$ cat config.mk
export PLATFORM = sky130hd
export DESIGN_NAME = bus_cycle_seq
export DESIGN_NICKNAME = d
export VERILOG_FILES = /design/src/rtl/bus_seq_pkg.sv /design/src/rtl/bus_tstate_fsm.sv /design/src/rtl/bus_pin_decode.sv /design/src/rtl/bus_rdata_capture.sv /design/src/rtl/bus_cycle_seq.sv
export SDC_FILE = /design/constraint.sdc
export NUM_CORES = 1
export LEC_CHECK = 0
export ABC_AREA = 1
export BUFFER_PORTS_ARGS = -buffer_cell sky130_fd_sc_hd__buf_2
export CORE_MARGIN = 1
export CORE_UTILIZATION = 45
export CTS_CLUSTER_DIAMETER = 120
export DETAILED_ROUTE_END_ITERATION = 6
export PLACE_DENSITY = 0.76
export SYNTH_ARGS = -nofsm -noshare
export SYNTH_HDL_FRONTEND = slang
export SYNTH_SLANG_ARGS = --single-unit
$ cat constraint.sdc
create_clock -name clk_i -period 1.1 [get_ports clk_i]
set_input_delay 0 -clock clk_i [delete_from_list [all_inputs] [get_ports clk_i]]
set_output_delay 0 -clock clk_i [all_outputs]
set_load 0.1 [all_outputs]
$ cat src/rtl/bus_seq_pkg.sv
package bus_seq_pkg;
  typedef enum logic [2:0] {
    K_FETCH = 3'd0,
    K_MRD   = 3'd1,
    K_MWR   = 3'd2,
    K_IORD  = 3'd3,
    K_IOWR  = 3'd4
  } kind_e;

  typedef enum logic [2:0] {
    TS_IDLE = 3'd0,
    TS_T1   = 3'd1,
    TS_T2   = 3'd2,
    TS_T3   = 3'd3,
    TS_T4   = 3'd4
  } tstate_e;

  function automatic logic kind_valid(logic [2:0] k);
    return k <= 3'd4;
  endfunction

  function automatic logic kind_is_read(kind_e k);
    return (k == K_FETCH) || (k == K_MRD) || (k == K_IORD);
  endfunction

  function automatic logic kind_is_io(kind_e k);
    return (k == K_IORD) || (k == K_IOWR);
  endfunction

  // {s1,s0}
  function automatic logic [1:0] kind_status(kind_e k);
    case (k)
      K_FETCH:        return 2'b11;
      K_MRD, K_IORD:  return 2'b10;
      default:        return 2'b01;
    endcase
  endfunction
endpackage

$ cat src/rtl/bus_tstate_fsm.sv
module bus_tstate_fsm
  import bus_seq_pkg::*;
#(
  parameter int ADDR_W = 16,
  parameter int DATA_W = 8
) (
  input  logic              clk_i,
  input  logic              rst_ni,
  input  logic              req_i,
  input  logic [2:0]        kind_i,
  input  logic [ADDR_W-1:0] addr_i,
  input  logic [DATA_W-1:0] wdata_i,
  output tstate_e           state_o,
  output kind_e             kind_o,
  output logic [ADDR_W-1:0] addr_o,
  output logic [DATA_W-1:0] wdata_o,
  output logic              done_o
);
  tstate_e state_q, state_d;
  kind_e   kind_q;
  logic [ADDR_W-1:0] addr_q;
  logic [DATA_W-1:0] wdata_q;
  logic done_q;
  logic start;

  assign start = (state_q == TS_IDLE) && req_i && kind_valid(kind_i);

  always_comb begin
    state_d = state_q;
    case (state_q)
      TS_IDLE: if (start) state_d = TS_T1;
      TS_T1:   state_d = TS_T2;
      TS_T2:   state_d = TS_T3;
      TS_T3:   state_d = (kind_q == K_FETCH) ? TS_T4 : TS_IDLE;
      default: state_d = TS_IDLE;
    endcase
  end

  always_ff @(posedge clk_i or negedge rst_ni) begin
    if (!rst_ni) begin
      state_q <= TS_IDLE;
      kind_q  <= K_FETCH;
      addr_q  <= '0;
      wdata_q <= '0;
      done_q  <= 1'b0;
    end else begin
      state_q <= state_d;
      done_q  <= (state_q != TS_IDLE) && (state_d == TS_IDLE);
      if (start) begin
        kind_q  <= kind_e'(kind_i);
        addr_q  <= addr_i;
        wdata_q <= wdata_i;
      end
    end
  end

  assign state_o = state_q;
  assign kind_o  = kind_q;
  assign addr_o  = addr_q;
  assign wdata_o = wdata_q;
  assign done_o  = done_q;

  a_r8_done_pulse: assert property (@(posedge clk_i) disable iff (!rst_ni)
    done_q |=> !done_q);
  a_r9_kind_held: assert property (@(posedge clk_i) disable iff (!rst_ni)
    (state_q != TS_IDLE) && (state_d != TS_IDLE) |=> $stable(kind_q) && $stable(addr_q));
  a_r7_t4_fetch_only: assert property (@(posedge clk_i) disable iff (!rst_ni)
    (state_q == TS_T4) |-> (kind_q == K_FETCH));
endmodule

$ cat src/rtl/bus_pin_decode.sv
module bus_pin_decode
  import bus_seq_pkg::*;
#(
  parameter int ADDR_W = 16,
  parameter int DATA_W = 8,
  localparam int HI_W  = ADDR_W - DATA_W
) (
  input  logic              clk_i,
  input  logic              rst_ni,
  input  tstate_e           state_i,
  input  kind_e             kind_i,
  input  logic [ADDR_W-1:0] addr_i,
  input  logic [DATA_W-1:0] wdata_i,
  output logic [HI_W-1:0]   a_hi_o,
  output logic [DATA_W-1:0] ad_o,
  output logic              ad_oe_o,
  output logic              ale_o,
  output logic              rd_no,
  output logic              wr_no,
  output logic              io_m_o,
  output logic [1:0]        status_o,
  output logic              busy_o
);
  logic active, mid, rd_kind;

  assign active  = (state_i != TS_IDLE);
  assign mid     = (state_i == TS_T2) || (state_i == TS_T3);
  assign rd_kind = kind_is_read(kind_i);

  always_comb begin
    a_hi_o   = '0;
    ad_o     = '0;
    ad_oe_o  = 1'b0;
    ale_o    = 1'b0;
    rd_no    = 1'b1;
    wr_no    = 1'b1;
    io_m_o   = 1'b0;
    status_o = 2'b00;
    if (active) begin
      a_hi_o   = addr_i[ADDR_W-1:DATA_W];
      io_m_o   = kind_is_io(kind_i);
      status_o = kind_status(kind_i);
    end
    if (state_i == TS_T1) begin
      ale_o   = 1'b1;
      ad_oe_o = 1'b1;
      ad_o    = addr_i[DATA_W-1:0];
    end else if (mid) begin
      if (rd_kind) begin
        rd_no = 1'b0;
      end else begin
        wr_no   = 1'b0;
        ad_oe_o = 1'b1;
        ad_o    = wdata_i;
      end
    end
  end

  assign busy_o = active;

  a_r4_strobe_excl: assert property (@(posedge clk_i) disable iff (!rst_ni)
    !(!rd_no && !wr_no));
  a_r2_ale_alone: assert property (@(posedge clk_i) disable iff (!rst_ni)
    ale_o |-> rd_no && wr_no && ad_oe_o);
  a_r4_rd_released: assert property (@(posedge clk_i) disable iff (!rst_ni)
    !rd_no |-> !ad_oe_o);
  a_r2_ale_one_state: assert property (@(posedge clk_i) disable iff (!rst_ni)
    ale_o |=> !ale_o);
  a_r10_hi_stable: assert property (@(posedge clk_i) disable iff (!rst_ni)
    busy_o && !ale_o && $past(busy_o) |-> $stable(a_hi_o) && $stable(status_o));
endmodule

$ cat src/rtl/bus_rdata_capture.sv
module bus_rdata_capture
  import bus_seq_pkg::*;
#(
  parameter int DATA_W = 8
) (
  input  logic              clk_i,
  input  logic              rst_ni,
  input  tstate_e           state_i,
  input  kind_e             kind_i,
  input  logic [DATA_W-1:0] ad_i,
  output logic [DATA_W-1:0] rdata_o
);
  logic cap;
  logic [DATA_W-1:0] rdata_q;

  // sample on the edge that closes T3
  assign cap = (state_i == TS_T3) && kind_is_read(kind_i);

  always_ff @(posedge clk_i or negedge rst_ni) begin
    if (!rst_ni)  rdata_q <= '0;
    else if (cap) rdata_q <= ad_i;
  end

  assign rdata_o = rdata_q;

  a_r6_hold: assert property (@(posedge clk_i) disable iff (!rst_ni)
    (state_i != TS_T3) |=> $stable(rdata_q));
endmodule

$ cat src/rtl/bus_cycle_seq.sv
module bus_cycle_seq
  import bus_seq_pkg::*;
#(
  parameter int ADDR_W = 16,
  parameter int DATA_W = 8,
  localparam int HI_W  = ADDR_W - DATA_W
) (
  input  logic              clk_i,
  input  logic              rst_ni,
  input  logic              req_i,
  input  logic [2:0]        kind_i,
  input  logic [ADDR_W-1:0] addr_i,
  input  logic [DATA_W-1:0] wdata_i,
  input  logic [DATA_W-1:0] ad_i,
  output logic              busy_o,
  output logic              done_o,
  output logic [DATA_W-1:0] rdata_o,
  output logic [HI_W-1:0]   a_hi_o,
  output logic [DATA_W-1:0] ad_o,
  output logic              ad_oe_o,
  output logic              ale_o,
  output logic              rd_no,
  output logic              wr_no,
  output logic              io_m_o,
  output logic              s1_o,
  output logic              s0_o
);
  tstate_e state;
  kind_e   kind;
  logic [ADDR_W-1:0] addr_q;
  logic [DATA_W-1:0] wdata_q;
  logic [1:0] status;

  bus_tstate_fsm #(.ADDR_W(ADDR_W), .DATA_W(DATA_W)) u_fsm (
    .clk_i, .rst_ni, .req_i, .kind_i, .addr_i, .wdata_i,
    .state_o(state), .kind_o(kind), .addr_o(addr_q), .wdata_o(wdata_q),
    .done_o
  );

  bus_pin_decode #(.ADDR_W(ADDR_W), .DATA_W(DATA_W)) u_pins (
    .clk_i, .rst_ni, .state_i(state), .kind_i(kind), .addr_i(addr_q),
    .wdata_i(wdata_q), .a_hi_o, .ad_o, .ad_oe_o, .ale_o, .rd_no, .wr_no,
    .io_m_o, .status_o(status), .busy_o
  );

  bus_rdata_capture #(.DATA_W(DATA_W)) u_cap (
    .clk_i, .rst_ni, .state_i(state), .kind_i(kind), .ad_i, .rdata_o
  );

  assign s1_o = status[1];
  assign s0_o = status[0];

  a_r8_done_idle: assert property (@(posedge clk_i) disable iff (!rst_ni)
    done_o |-> !busy_o);
  a_r1_idle_quiet: assert property (@(posedge clk_i) disable iff (!rst_ni)
    !busy_o |-> rd_no && wr_no && !ad_oe_o && !ale_o && !io_m_o && !s1_o && !s0_o);
endmodule

==> qor.yml, run 1 <==
placement:
  placed_cell_area_mm2: 0.00339
  place.detailed.hpwl_mm: 4.04
  worst_setup_slack_post_dpl_ns: -0.235
  globalplace.congestion: 0.759
  io_buffer_count: 70
yosys:
  part_of_the_yosys_area_used_for_sequential_elements_pct: 47.4
  synth_cells: 239
  synth_area_mm2: 0.00206
  synthDistinctLibCells: 22
  post_synth_mux_area_share_pct: 0
  synth_top_family_by_area: "simple AND/OR/NAND/NOR gates"
  syn_nets: 277
  synth-simple-area-share_pct: 24.9
  ys_warn_count: 0
  syn-mean-instance-area_um2: 8.61
  synth_fa_ha_area_share_pct: 0
  synth-compound-area-share_pct: 17.2
  post_synth_xor_area_fraction_pct: 0
  synth_seq_cells: 39
cts:
  cts_root_buf: "sky130_fd_sc_hd__clkbuf_8"
  cts-htree-levels: 2
  cts_max_path_buffers: 2
  cts-buffers-inserted: 5
  tritoncts_num_sinks: 39
die:
  start_util_pct: 46.9
  design.portCount: 71
  die_h_um: 69.6
  fp-row-count: 24
  fp.dieW_um: 69.6
status:
  stop_error: "[ERROR GRT-0232] Routing congestion too high. Check the congestion heatmap in the GUI."
  status: "aborted with a tool error"
  stop_stage: "global routing (5_1_grt)"
global_routing:
  grt_use_total_pct: 70.9
  globalRouteOverflowTotal: 37
  grt_max_degree: 40
timing:
  worstEpCategory: "register data pin"
  worstEndpointGrtRepair: "u_fsm.addr_o[10]$_DFFE_PN0P_/D"
==> repair_timing <==
action | in CTS
gates cloned | 3
hold buffers | 36
endpoints found under the hold margin | 74
setup endpoints to repair | 62
setup buffers | 9
pin swaps | 10
gates resized for setup | 46
==> metal layers <==
layer,GRT overflow,global-route usage (%)
met3,0,47.4
met2,15,90.3
met1,0,69.1
met5,0,0
met4,22,85.3
==> synthesized netlist by cell type <==
master	number	area share [%]
sky130_fd_sc_hd__a21oi_1	2	0.49
sky130_fd_sc_hd__a21oi_4	1	0.79
sky130_fd_sc_hd__buf_2	1	0.24
sky130_fd_sc_hd__buf_4	1	0.36
sky130_fd_sc_hd__buf_6	7	3.8
sky130_fd_sc_hd__dfrtp_1	39	47
sky130_fd_sc_hd__inv_1	30	5.5
sky130_fd_sc_hd__inv_2	3	0.55
sky130_fd_sc_hd__nand2_1	86	16
sky130_fd_sc_hd__nand2_2	1	0.30
sky130_fd_sc_hd__nand2_4	1	0.55
sky130_fd_sc_hd__nand3_1	10	2.4
sky130_fd_sc_hd__nand3_4	1	0.85
sky130_fd_sc_hd__nor2_1	13	2.4
sky130_fd_sc_hd__nor2_2	1	0.30
sky130_fd_sc_hd__nor2_4	4	2.2
sky130_fd_sc_hd__nor3_1	1	0.24
sky130_fd_sc_hd__o21ai_0	5	1.2
sky130_fd_sc_hd__o21ai_1	4	0.97
sky130_fd_sc_hd__o21ai_2	1	0.43
sky130_fd_sc_hd__o21bai_1	8	2.9
sky130_fd_sc_hd__o21bai_2	19	10
==> logic make-up after synthesis <==
family / Yosys count
and+or+nand+nor: 118
buffers and inverters: 42
AOI/OAI and AO/OA: 40
DFF: 39
==> per-stage QoR <==
stage               setup TNS [ns]  cells  hold WS [ns]
CTS                         -24.21    443         0.195
detailed placement           -7.66    387       -0.0131
global placement             -6.08    387       -0.0149
floorplan                   -13.90    239        -0.296
==> inputs of run 2 (changes only) <==
--- a/config.mk
+++ b/config.mk
@@ -8,10 +8,9 @@
 export ABC_AREA = 1
 export BUFFER_PORTS_ARGS = -buffer_cell sky130_fd_sc_hd__buf_2
 export CORE_MARGIN = 1
-export CORE_UTILIZATION = 45
-export CTS_CLUSTER_DIAMETER = 120
+export CORE_UTILIZATION = 40
 export DETAILED_ROUTE_END_ITERATION = 6
-export PLACE_DENSITY = 0.76
+export PLACE_DENSITY_LB_ADDON = 0.15
 export SYNTH_ARGS = -nofsm -noshare
 export SYNTH_HDL_FRONTEND = slang
 export SYNTH_SLANG_ARGS = --single-unit
==> constraint.sdc (replaced) <==
create_clock -name clk_i -period 1.4 [get_ports clk_i]
set_input_delay 0 -clock clk_i [delete_from_list [all_inputs] [get_ports clk_i]]
set_output_delay 0 -clock clk_i [all_outputs]
set_load 0.1 [all_outputs]
==> qor.yml, run 2 <==
timing:
  max_slew.worst_pin.slew_ns: 0.510
  minimum_period_implied_by_the_final_worst_setup_slack_ns: 1.58
  setup_viol: 49
  rsz0062_at_grt: "true"
  finalHoldViolations: 0
  slew_viol_final: 0
  final.setup_skew_ns: 0.00397
  slew_headroom_pct: 66.2
  layout_setup_ws_ns: -0.177
  min_period_over_period_pct: 113
  max_clk_rate_mhz: 634
yosys:
  syn-mean-instance-area_um2: 8.61  # unchanged
  ys_warn_count: 0  # unchanged
  yosysTopAreaCellShare_pct: 47.4  # unchanged
  synth_area_leaders: "sky130_fd_sc_hd__dfrtp_1 47%, sky130_fd_sc_hd__nand2_1 16%, sky130_fd_sc_hd__o21bai_2 10%, sky130_fd_sc_hd__inv_1 5.5%, sky130_fd_sc_hd__buf_6 3.8%"
  synth_cells: 239  # unchanged
  yosysTopAreaCell: "sky130_fd_sc_hd__dfrtp_1"
  predominant_post_synthesis_flop_cell: "sky130_fd_sc_hd__dfrtp_1"
  yosys.cell_count.top_type: "sky130_fd_sc_hd__nand2_1"
  synth_async_sr_flop_share_pct: 100  # unchanged
  synthDistinctLibCells: 22  # unchanged
  syn_nets: 277  # unchanged
  synth_area_mm2: 0.00206  # unchanged
  synth_seq_cells: 39  # unchanged
  synth-edff-count: 0  # unchanged
  part_of_the_yosys_area_used_for_sequential_elements_pct: 47.4  # unchanged
  synthTopCellsByCount: "86 x sky130_fd_sc_hd__nand2_1, 39 x sky130_fd_sc_hd__dfrtp_1, 30 x sky130_fd_sc_hd__inv_1"
setup_path:
  ff2ff_setup_slack_ns: -0.14
  critical_path_required_ns: 1.40
  crit_type: "flip-flop to output port"
  r2r.worst_path.cells: 8
  nature_of_the_critical_path_endpoint: "output port"
  cp_slowest_stage_delay_ns: 0.47
  crit_path_frequent_cell: "sky130_fd_sc_hd__o21ai_4"
  slowest_stage: "sky130_fd_sc_hd__dfrtp_1"
  rr_startpoint: "u_fsm.state_o[0]$_DFF_PN0_"
  crit_chain: "o21ai_4 -> nand2_8 -> o21ai_4 -> buf_12"
  critical_path_launch_point_type: "flip-flop"
  worstPathBufferInverterCount: 1
  worst_ep_arrival_ns: 1.58
  worstSetupPathDepth: 4
  regToRegEndpoint: "u_fsm.wdata_o[1]$_DFFE_PN0P_"
  setup.worst_path.start: "u_fsm.kind_o[0]$_DFFE_PN0P_"
  crit_end: "ad_o[1]"
  critical_path.top_delay_family: "flip-flops"
  crit_fanout: 10
global_routing:
  grt_max_degree: 40
  grt_pass1_vias: 1968
  grt_first_pass_wirelength_mm: 8.98
  globalRouteOverflowTotal: 0
  grt_use_total_pct: 22.4
  antenna_violations_before_repair: 0
die:
  die_h_um: 73.7  # +5.9%
  fp.dieW_um: 73.7  # +5.9%
  design.portCount: 71  # unchanged
  die_area_mm2: 0.00544
  start_util_pct: 42.5  # -4.5 points
  core_area_mm2: 0.00485
  fp-row-count: 25  # +4.2%
route:
  detail_route.wl_per_cell_um: 14.8
  count_of_vias_placed_by_the_detailed_router: 2132
  drt.antenna.violating_nets: 0
  wire_length_reported_by_the_detailed_router_mm: 6.64
  detailedRoute.firstIterationViolations: 88
  post-route-drc-count: 0
  vias_per_cell: 4.76
  iteration_count_of_the_initial_detailed_routing_pass: 4
run:
  max_cap_violations: 0
final_layout:
  final_nets: 418
  largest_reg_flops: 16
  mostFrequentLayoutCells: "46 x sky130_fd_sc_hd__buf_2, 38 x sky130_fd_sc_hd__dfrtp_1, 36 x sky130_fd_sc_hd__nand2_1, 36 x sky130_fd_sc_hd__dlygate4sd3_1, 34 x sky130_fd_sc_hd__nand2_2"
  insertedDiodeCount: 0
  layout-area-overhead-vs-synth_pct: 97.8
  finish.utilization_pct: 83.9
  drive_gt1_share_pct: 58.5
  layout_commonest_cell: "sky130_fd_sc_hd__buf_2"
  number_of_fill_cells: 238
cts:
  cts-buffers-inserted: 5  # unchanged
  clock_latency_reported_for_the_late_side_of_the_worst_skew_pair_ns: 0.29
  cts.reportedPaths.clkPinSlew_ns: 0.08
  cts-htree-levels: 2  # unchanged
  cts_max_path_buffers: 2  # unchanged
  cts_root_buf: "sky130_fd_sc_hd__clkbuf_8"
  tritoncts_num_sinks: 39  # unchanged
  clock_tree_from_tritoncts: "built"
status:
  violated_checks: "negative setup slack"
  status: "complete, but fails checks"
min_path:
  min_path_type: "primary input to flip-flop"
  worstHoldStart: "req_i"
placement:
  worst_setup_slack_post_dpl_ns: 0.102  # +0.338 ns
  io_buffer_count: 70  # unchanged
  place.detailed.hpwl_mm: 3.58  # -11%
  globalplace.congestion: 0.798  # +5.2%
## run 2: final cells by class
type                    count  area, µm²  area share [%]
clock inverters             3       15.0           0.369
multi-input cells         158       1320            32.5
flip-flops and latches     39        977            24.0
inverters                  33        136            3.35
well taps                  67       83.8            2.06
repair buffers            143       1470            36.0
clock buffers               5       68.8            1.69
## run 2: worst min path at each step
stage,end,slack (ns),cells past startpoint
2_1_floorplan,u_cap.rdata_o[0]$_DFFE_PN0P_,-0.30,0
3_3_place_gp,u_cap.rdata_o[5]$_DFFE_PN0P_,0.08,2
3_5_place_dp,u_cap.rdata_o[6]$_DFFE_PN0P_,0.09,2
4_1_cts,u_fsm.addr_o[13]$_DFFE_PN0P_,0.11,4
5_1_grt,u_fsm.addr_o[13]$_DFFE_PN0P_,0.23,5
6_report,u_fsm.addr_o[13]$_DFFE_PN0P_,0.23,5
## run 2: through the flow
step / TNS [ns] / cells / instance area [µm²] / hold WS (ns)
final: -5.66 / 448 / 4070 / 0.233
after global routing: -8.16 / 448 / 4070 / 0.229
after CTS: -1.54 / 438 / 3720 / 0.108
after detailed placement: 0 / 386 / 3030 / 0.0868
after global placement: 0 / 386 / 3030 / 0.0820
after floorplan: -3.01 / 239 / 2340 / -0.296
## run 2: routing by layer
metal | track usage, % | part of all wire [%]
met1 | 27.0 | 37
met2 | 40.0 | 56
met3 | 4.66 | 4.4
met4 | 6.41 | 2.9
met5 | 0 | 0
## run 2: worst reg2reg max path: cells and delay by family, from the launching register on
family	cells	cell delay [ns]
buf+inv	4	0.57
flops	1	0.40
simple gates	3	0.28
compound gates	1	0.18
## run 2: repair_timing
| action | in CTS | in global routing |
|---|---|---|
| gates resized for setup | 53 | 66 |
| hold buffers | 36 | 0 |
| gates cloned | 0 | 2 |
| setup buffers | 8 | 9 |
| endpoints found under the setup margin | 23 | 59 |
| pin swaps | 7 | 13 |
| hold endpoints to repair | 74 | 0 |
## run 2: logic make-up after synthesis
group,after synthesis,synth area share (%)
and+or+nand+nor,118,24.9
DFF,39,47.4
buffers and inverters,42,10.5
AOI/OAI and AO/OA,40,17.2
Power of run 2 is left out: the tool's default activity adds up to more than one toggle a clock period on the data nets, which glitch-free logic cannot reach.
